$ cat config.mk
export PLATFORM = sky130hd
export DESIGN_NAME = recip_freq_meter
export DESIGN_NICKNAME = d
export VERILOG_FILES = /design/src/rtl/rfm_pkg.sv /design/src/rtl/rfm_edge_sync.sv /design/src/rtl/rfm_seq.sv /design/src/rtl/rfm_accum.sv /design/src/rtl/recip_freq_meter.sv
export SDC_FILE = /design/constraint.sdc
export NUM_CORES = 1
export LEC_CHECK = 0
export BUFFER_PORTS_ARGS = -buffer_cell sky130_fd_sc_hd__buf_4
export CAP_MARGIN = 20
export CORE_MARGIN = 2
export CORE_UTILIZATION = 45
export CTS_BUF_LIST = sky130_fd_sc_hd__clkbuf_16
export DETAILED_ROUTE_END_ITERATION = 16
export PLACE_DENSITY = 0.69
export SYNTH_ARGS = -nofsm -noshare
export SYNTH_HDL_FRONTEND = slang
export SYNTH_SLANG_ARGS = --single-unit
$ cat constraint.sdc
create_clock -name clk -period 3.4 [get_ports clk]
set_input_delay 0 -clock clk [delete_from_list [all_inputs] [get_ports clk]]
set_output_delay 0 -clock clk [all_outputs]
set_load 0.05 [all_outputs]
$ cat src/rtl/rfm_pkg.sv
package rfm_pkg;
  typedef enum logic [2:0] {
    ST_IDLE,
    ST_ARM_START,
    ST_COUNT,
    ST_ARM_STOP,
    ST_DONE
  } rfm_state_e;
endpackage

$ cat src/rtl/rfm_edge_sync.sv
module rfm_edge_sync #(
  parameter int STAGES = 2
) (
  input  logic clk,
  input  logic rst_n,
  input  logic sig_i,
  output logic rise_o
);
  // sh[STAGES-1] is the synchronized level; sh[STAGES] is its previous value
  logic [STAGES:0] sh;

  always_ff @(posedge clk) begin
    if (!rst_n) sh <= '0;
    else        sh <= {sh[STAGES-1:0], sig_i};
  end

  assign rise_o = sh[STAGES-1] & ~sh[STAGES];
endmodule

$ cat src/rtl/rfm_seq.sv
module rfm_seq
  import rfm_pkg::*;
#(
  parameter int GATE_W = 16
) (
  input  logic              clk,
  input  logic              rst_n,
  input  logic              start_i,
  input  logic [GATE_W-1:0] gate_len_i,
  input  logic [GATE_W-1:0] timeout_len_i,
  input  logic              rise_i,
  input  logic              res_ready_i,
  output rfm_state_e        state_o,
  output logic              start_hit_o,
  output logic              timeout_o
);
  rfm_state_e        state;
  logic [GATE_W-1:0] gcnt;
  logic [GATE_W-1:0] wcnt;
  logic [GATE_W-1:0] wait_last;
  logic              wait_over;

  assign wait_last   = (timeout_len_i == '0) ? '0 : timeout_len_i - GATE_W'(1);
  assign wait_over   = (wcnt >= wait_last);
  assign start_hit_o = (state == ST_ARM_START) && rise_i;
  assign state_o     = state;

  always_ff @(posedge clk) begin
    if (!rst_n) begin
      state     <= ST_IDLE;
      gcnt      <= '0;
      wcnt      <= '0;
      timeout_o <= 1'b0;
    end else begin
      timeout_o <= 1'b0;
      case (state)
        ST_IDLE: begin
          if (start_i) begin
            state <= ST_ARM_START;
            wcnt  <= '0;
          end
        end
        ST_ARM_START: begin
          if (rise_i) begin
            state <= ST_COUNT;
            gcnt  <= gate_len_i;
          end else if (wait_over) begin
            state     <= ST_IDLE;
            timeout_o <= 1'b1;
          end else begin
            wcnt <= wcnt + GATE_W'(1);
          end
        end
        ST_COUNT: begin
          if (gcnt <= GATE_W'(1)) begin
            state <= ST_ARM_STOP;
            wcnt  <= '0;
          end else begin
            gcnt <= gcnt - GATE_W'(1);
          end
        end
        ST_ARM_STOP: begin
          if (rise_i) begin
            state <= ST_DONE;
          end else if (wait_over) begin
            state     <= ST_IDLE;
            timeout_o <= 1'b1;
          end else begin
            wcnt <= wcnt + GATE_W'(1);
          end
        end
        ST_DONE: begin
          if (res_ready_i) state <= ST_IDLE;
        end
        default: state <= ST_IDLE;
      endcase
    end
  end
endmodule

$ cat src/rtl/rfm_accum.sv
module rfm_accum
  import rfm_pkg::*;
#(
  parameter int CNT_W = 18
) (
  input  logic             clk,
  input  logic             rst_n,
  input  rfm_state_e       state_i,
  input  logic             rise_i,
  input  logic             start_hit_i,
  output logic [CNT_W-1:0] events_o,
  output logic [CNT_W-1:0] ticks_o
);
  logic active;
  assign active = (state_i == ST_COUNT) || (state_i == ST_ARM_STOP);

  always_ff @(posedge clk) begin
    if (!rst_n) begin
      events_o <= '0;
      ticks_o  <= '0;
    end else if (start_hit_i) begin
      events_o <= '0;
      ticks_o  <= '0;
    end else if (active) begin
      ticks_o  <= ticks_o + CNT_W'(1);
      if (rise_i) events_o <= events_o + CNT_W'(1);
    end
  end
endmodule

$ cat src/rtl/recip_freq_meter.sv
module recip_freq_meter
  import rfm_pkg::*;
#(
  parameter int GATE_W     = 16,
  parameter int SYNC_DEPTH = 2,
  localparam int CNT_W     = GATE_W + 2
) (
  input  logic              clk,
  input  logic              rst_n,
  input  logic              start_i,
  input  logic [GATE_W-1:0] gate_len_i,
  input  logic [GATE_W-1:0] timeout_len_i,
  input  logic              sig_i,
  output logic              res_valid_o,
  input  logic              res_ready_i,
  output logic [CNT_W-1:0]  res_events_o,
  output logic [CNT_W-1:0]  res_ticks_o,
  output logic              timeout_o
);
  logic       rise;
  logic       start_hit;
  rfm_state_e state;

  rfm_edge_sync #(.STAGES(SYNC_DEPTH)) u_sync (
    .clk    (clk),
    .rst_n  (rst_n),
    .sig_i  (sig_i),
    .rise_o (rise)
  );

  rfm_seq #(.GATE_W(GATE_W)) u_seq (
    .clk           (clk),
    .rst_n         (rst_n),
    .start_i       (start_i),
    .gate_len_i    (gate_len_i),
    .timeout_len_i (timeout_len_i),
    .rise_i        (rise),
    .res_ready_i   (res_ready_i),
    .state_o       (state),
    .start_hit_o   (start_hit),
    .timeout_o     (timeout_o)
  );

  rfm_accum #(.CNT_W(CNT_W)) u_acc (
    .clk         (clk),
    .rst_n       (rst_n),
    .state_i     (state),
    .rise_i      (rise),
    .start_hit_i (start_hit),
    .events_o    (res_events_o),
    .ticks_o     (res_ticks_o)
  );

  assign res_valid_o = (state == ST_DONE);
endmodule

==> results_dict.tcl, run 1 <==
set metrics [dict create \
    finalSetupTns_ps 0 \
    setup_viol 0 \
    syn-cell-area_sq_um 4390 \
    gr-usage-all-layers_pct 20.9 \
    required_ps 3650 \
    pwr-share-comb_pct 10.9 \
    setup_ws_ps 33.1 \
    pre_cts_slack_ps -398 \
    yosys_warnings 0 \
    clkPwrFrac_pct 47.4 \
    synth_cells 552 \
    skew_ps 8.17 \
    fmax_mhz 297 \
    area_growth_pct 29.3 \
    antenna_found_initial 0 \
    cts_buffer_depth 2 \
    nets 705 \
    min-delay-path-class "input pin to register" \
    finalHoldViolations 0 \
    synth_edf_count 0 \
    gr-total-overflow 0 \
    power_leakage_nw 2.31 \
    period_share_pct 99.0 \
    slew_headroom_pct 57.5 \
    ys_top_cells_by_count "dfxtp_1 (75), nor2_1 (69), nand2_1 (59)" \
    clk_latency_ps 330 \
    syn_avg_cell_area_sq_um 7.96 \
    synth.area.top_cells "dfxtp_1 (34%), ha_1 (6.6%), xor2_1 (6.0%)" \
    antenna_left 0 \
    peakVddDrop_mv 0.289 \
    initial_core_util_pct 45.6 \
    grt_pass1_wl_mm 18.0 \
    avgRoutedWirePerCell_um 14.3 \
    io-pin-count 75 \
    die_h_um 103 \
    drc 0 \
    powerDensity_nw_per_um2 383 \
    grt_max_degree 37 \
    cp_top_family "simple AND/OR/NAND/NOR gates" \
    rsz0062_at_grt "true" \
    die_w_um 103 \
    synth_seq_cells 75 \
    rows 36 \
    p_int_mw 1.63 \
    drive_gt1_share_pct 21.5 \
    synth_top_area_share_pct 34.2 \
    async_reset_ff_share_pct 0 \
    cap_violations 0 \
    synth.distinct_cells 52 \
    power_mw 2.18 \
    dr_total_vias 4394 \
    yosysSeqAreaShare_pct 34.2 \
    tightest_slew_ps 632 \
    cp_cell_sequence "buf_4 > or4_4 > or3_4 > or4_4 > nor3_4 > a21oi_1 > ha_1 > nand4_1 > nor3_2 > a2111oi_4 > buf_6 > a31oi_4 > or4_1 > a21oi_1" \
    p_sw_mw 0.542 \
    sw_frac_of_total_pct 24.9 \
    finalWirelength_mm 11.2 \
    clk_pin_slew_worst_paths_ps 60 \
    synth-main-ff-cell "dfxtp_1" \
    synth_area_leader_cell "dfxtp_1" \
    io_buffers 74 \
    maxSlewViolCount 0 \
    htreeDepth 3 \
    path_class "input pin to register" \
    worstSetupStartpointType "input pin" \
    numCtsBuffers 9 \
    nFillCells 902 \
    fp.coreArea_sq_um 9640 \
    via_per_inst 5.61 \
    cts_tree "built" \
    period_minus_slack_ps 3370 \
    worst_path_max_delay_cell "or4_1" \
    hpwl_mm 7.79 \
    die_area_sq_um 10600 \
    worst-path-buf-inv 2 \
    firstDrtPassIters 7 \
    slowest_delay_ps 530 \
    worstPathArrival_ps 3620 \
    syn_nets 612 \
    end_kind "register" \
    root_buffer "clkbuf_16" \
    pwr-share-seq_pct 41.7 \
    grt_pass1_vias 3929 \
    yosysMostFrequentCell "dfxtp_1" \
    drt_iter0_drc 270 \
    status "completed" \
    diodes 0 \
    place_congestion 0.857 \
    final_util_pct 58.9 \
    crit_fanout 6 \
    cts.sinks 75 \
]
## power by group through the flow
stage,combinational [mW],sequential (mW),clock (mW)
after floorplan,0.147,0.921,0
after global placement,0.223,0.925,0
after detailed placement,0.228,0.926,0
after CTS,0.234,0.906,1.04
after global routing,0.266,0.909,1.08
final,0.238,0.907,1.03
## worst min-delay path, stage by stage
cell and delay [ps]:
buf_4 110, inv_1 50, a22oi_1 70, nor2_1 80
## repair_timing
item                                    4_1_cts  5_1_grt
cloned                                        2        1
pin swaps                                     3        9
endpoints found under the setup margin       13       14
hold endpoints to repair                      3        0
hold buffers                                  3        0
buffers inserted                              2        0
gates resized for setup                       2        9
## cell families (layout without fill, tap and decap cells)
family	Yosys count	after routing	share of synthesized area, %
adder cells (fa/ha/maj)	23	23	6.55
multiplexers	3	3	0.684
AO/OA/AOI/OAI	118	121	17.4
XOR/XNOR	38	38	7.58
AND/OR/NAND/NOR	259	259	29.9
flip-flops	75	75	34.2
buffers and inverters	36	131	3.62
## placed cells by master (no fill, tap or decap), types with 9 or more instances in the layout
cell type  instances
nand2_1           58
clkbuf_16          9
or3_1             10
o21ai_0           26
ha_1              23
inv_1             10
buf_4            100
nor2_1            69
nand3_1           21
a31oi_1            9
nor3_1            13
and3_1            12
xor2_1            30
a21oi_1           38
o31ai_1           14
or4_1             11
nand4_1           18
dfxtp_1           75
## path summary, 6_finish.rpt
kind	from	to	slack, ps	depth (start not counted)
min reg2reg	u_sync.sh[0]$_SDFF_PN0_	u_sync.sh[1]$_SDFF_PN0_	430	1
max	timeout_len_i[9]	u_seq.wcnt[2]$_SDFFE_PN0P_	30	14
min	res_ready_i	u_seq.state_o[2]$_SDFFE_PN0P_	20	4
max reg2reg	u_seq.wcnt[0]$_SDFFE_PN0P_	u_seq.wcnt[6]$_SDFFE_PN0P_	780	9
## cell type report
cell class | count | area [sq um] | area share (%)
flip-flops and latches | 75 | 1500 | 26.4
multi-input cells | 444 | 2860 | 50.3
well taps | 133 | 166 | 2.93
repair buffers | 104 | 792 | 13.9
clock inverters | 7 | 97.6 | 1.72
inverters | 11 | 41.3 | 0.727
clock buffers | 9 | 225 | 3.97
## per-stage QoR
stage          std cells  cell area, sq um  hold WS [ps]
3_5_place_dp         758              5210           227
5_1_grt              783              5680          50.7
3_3_place_gp         758              5210           224
2_1_floorplan        552              4420           127
4_1_cts              781              5620          16.9
6_report             783              5680          20.4
## registers in the layout, indices dropped and copies added, names as in the netlist
name	flops
u_seq.wcnt	16
u_acc.ticks_o	18
u_seq.timeout_o	1
u_seq.gcnt	16
u_acc.events_o	18
u_sync.sh	3
u_seq.state_o	3
## per-layer routing
metal | vias to the layer above | part of all wire [%] | GRT usage, %
met2 | 135 | 48 | 35.7
met1 | 2051 | 45 | 27.8
li1 | 2201 | - | -
met4 | 0 | 0.79 | 4.45
met5 | - | 0 | 0
met3 | 7 | 6.0 | 3.66
(Power assumes the default switching activity.)
==> inputs of run 2 (changes only) <==
GPL_TIMING_DRIVEN = 0   (was default)
SETUP_SLACK_MARGIN = 0.3   (was default)
==> results_dict.tcl, run 2 (synthesis gave the netlist of run 1 again) <==
set metrics [dict create \
    status "completed" \
    setup_ws_ps 50.7 \
    clk_latency_ps 330 \
    final_common_cell "buf_4" \
    p_sw_mw 0.560 \
    fmax_mhz 299 \
    required_ps 3660 \
    die_area_sq_um 10600 \
    avgRoutedWirePerCell_um 14.9 \
    numCtsBuffers 9 \
    pwr-share-seq_pct 41.1 \
    hpwl_mm 8.22 \
    highest_layer "met4" \
    seq_area_sq_um 1500 \
    multi_input_area_sq_um 2910 \
    period_share_pct 98.5 \
    tightest_slew_ps 759 \
    die_w_um 103 \
    place_congestion 0.891 \
    dr_total_vias 4500 \
    gr-usage-all-layers_pct 22.4 \
    drc 0 \
    drt_iter0_drc 354 \
    place_area_sq_um 5150 \
    period_minus_slack_ps 3350 \
    htreeDepth 3 \
    clkPwrFrac_pct 47.3 \
    min-delay-path-class "input pin to register" \
    peakVddDrop_mv 0.187 \
    grt_pass1_wl_mm 19.2 \
    io_buffers 74 \
    drive_gt1_share_pct 22.8 \
    maxSlewViolCount 0 \
    pre_cts_slack_ps -651 \
    final_cell_mix "buf_4 (83), dfxtp_1 (75), nor2_1 (69), nand2_1 (58), a21oi_1 (31)" \
    grt_max_degree 15 \
    nets 714 \
    m1WireLength_mm 5.28 \
    initial_core_util_pct 45.6 \
    powerDensity_nw_per_um2 380 \
    gr-total-overflow 0 \
    route.met3.wl_um 811 \
    antenna_found_initial 0 \
    fp.coreArea_sq_um 9640 \
    reg_top3 "u_acc.events_o: 18 flops, u_acc.ticks_o: 18 flops" \
    area_growth_pct 31.7 \
    p_int_mw 1.64 \
    finalWirelength_mm 11.8 \
    path_class "input pin to register" \
    finalSetupTns_ps 0 \
    worstPathArrival_ps 3610 \
    antenna_left 0 \
    root_buffer "clkbuf_16" \
    cts.sinks 75 \
    setup_viol 0 \
    finalHoldViolations 0 \
    nFillCells 893 \
    io-pin-count 75 \
    cts_tree "built" \
    cts_buffer_depth 2 \
    power_leakage_nw 2.36 \
    clk_pin_slew_worst_paths_ps 60 \
    fin_area_sq_um 5780 \
    via_per_inst 5.68 \
    cap_violations 0 \
    die_h_um 103 \
    skew_ps 7.96 \
    pwr-share-comb_pct 11.5 \
    crit_fanout 7 \
    diodes 0 \
    wl_met2_mm 5.50 \
    timing.hold.ws_ps 12.4 \
    end_kind "register" \
    rows 36 \
    rsz0062_at_grt "true" \
    sw_frac_of_total_pct 25.5 \
    grt_pass1_vias 4199 \
    slew_headroom_pct 49.1 \
    worstSetupStartpointType "input pin" \
    firstDrtPassIters 5 \
]
-- run 2: cell count changes in the layout (fill, tap and decap cells not counted), sizes merged --
| cell | change |
|---|---|
| clkbuf | +14 |
| a31oi | -3 |
| buf | -1 |
| dlygate4sd3 | -1 |
-- run 2: timing repair --
action                                 4_1_cts  5_1_grt
gates resized for setup                     14       27
gates cloned                                 0        0
hold buffers                                 2        0
setup buffers                               12        3
pin swaps                                   15        5
endpoints found under the hold margin        2        0
setup endpoints to repair                   18       19
-- run 2: path summary, 6_finish.rpt --
path / endpoint / slack (ps) / depth (start not counted) / startpoint
worst min-delay path: u_seq.state_o[2]$_SDFFE_PN0P_ / 10 / 4 / res_ready_i
worst max register to register: u_seq.wcnt[15]$_SDFFE_PN0P_ / 780 / 8 / u_seq.gcnt[8]$_SDFFE_PN0P_
worst min register to register: u_sync.sh[1]$_SDFF_PN0_ / 440 / 1 / u_sync.sh[0]$_SDFF_PN0_
worst max-delay path: u_seq.wcnt[14]$_SDFFE_PN0P_ / 50 / 13 / timeout_len_i[9]
-- run 2: area by class of cell --
class,instances,share of cell area [%]
tap,133,2.88
clock buffer,9,3.89
inverter,11,0.714
buffer,25,2.25
multi-input combinational,441,50.3
timing repair buffer,91,12.4
clock inverter,7,1.69
sequential,75,26.0
-- run 2: worst max-delay path, stage by stage --
cell and delay, ps:
buf_6 90, or4_4 520, or3_4 380, or4_4 520, nor3_4 130, a21oi_2 50, ha_1 310, a21o_1 210
a2111oi_4 430, a31oi_4 150, buf_6 160, or4_1 500, a21oi_1 150
-- run 2: power by group through the flow --
stage	Sequential [mW]	Clock [mW]	Combinational, mW
6_report	0.904	1.04	0.253
5_1_grt	0.905	1.09	0.280
4_1_cts	0.903	1.05	0.243
3_5_place_dp	0.922	0	0.235
3_3_place_gp	0.922	0	0.229
2_1_floorplan	0.921	0	0.147
-- run 2: metrics by stage --
stage | cells | util [%] | power [mW]
floorplan | 552 | - | 1.07
global placement | 759 | 53.4 | 1.15
detailed placement | 759 | 53.4 | 1.16
CTS | 789 | 58.6 | 2.20
global route | 792 | 60.0 | 2.27
finish | 792 | 60.0 | 2.20
-- run 2: per-layer routing --
metal	global-route usage, %	up-vias
met5	0	-
met4	5.87	0
met3	4.75	21
met2	37.0	166
met1	30.0	2105
li1	-	2208
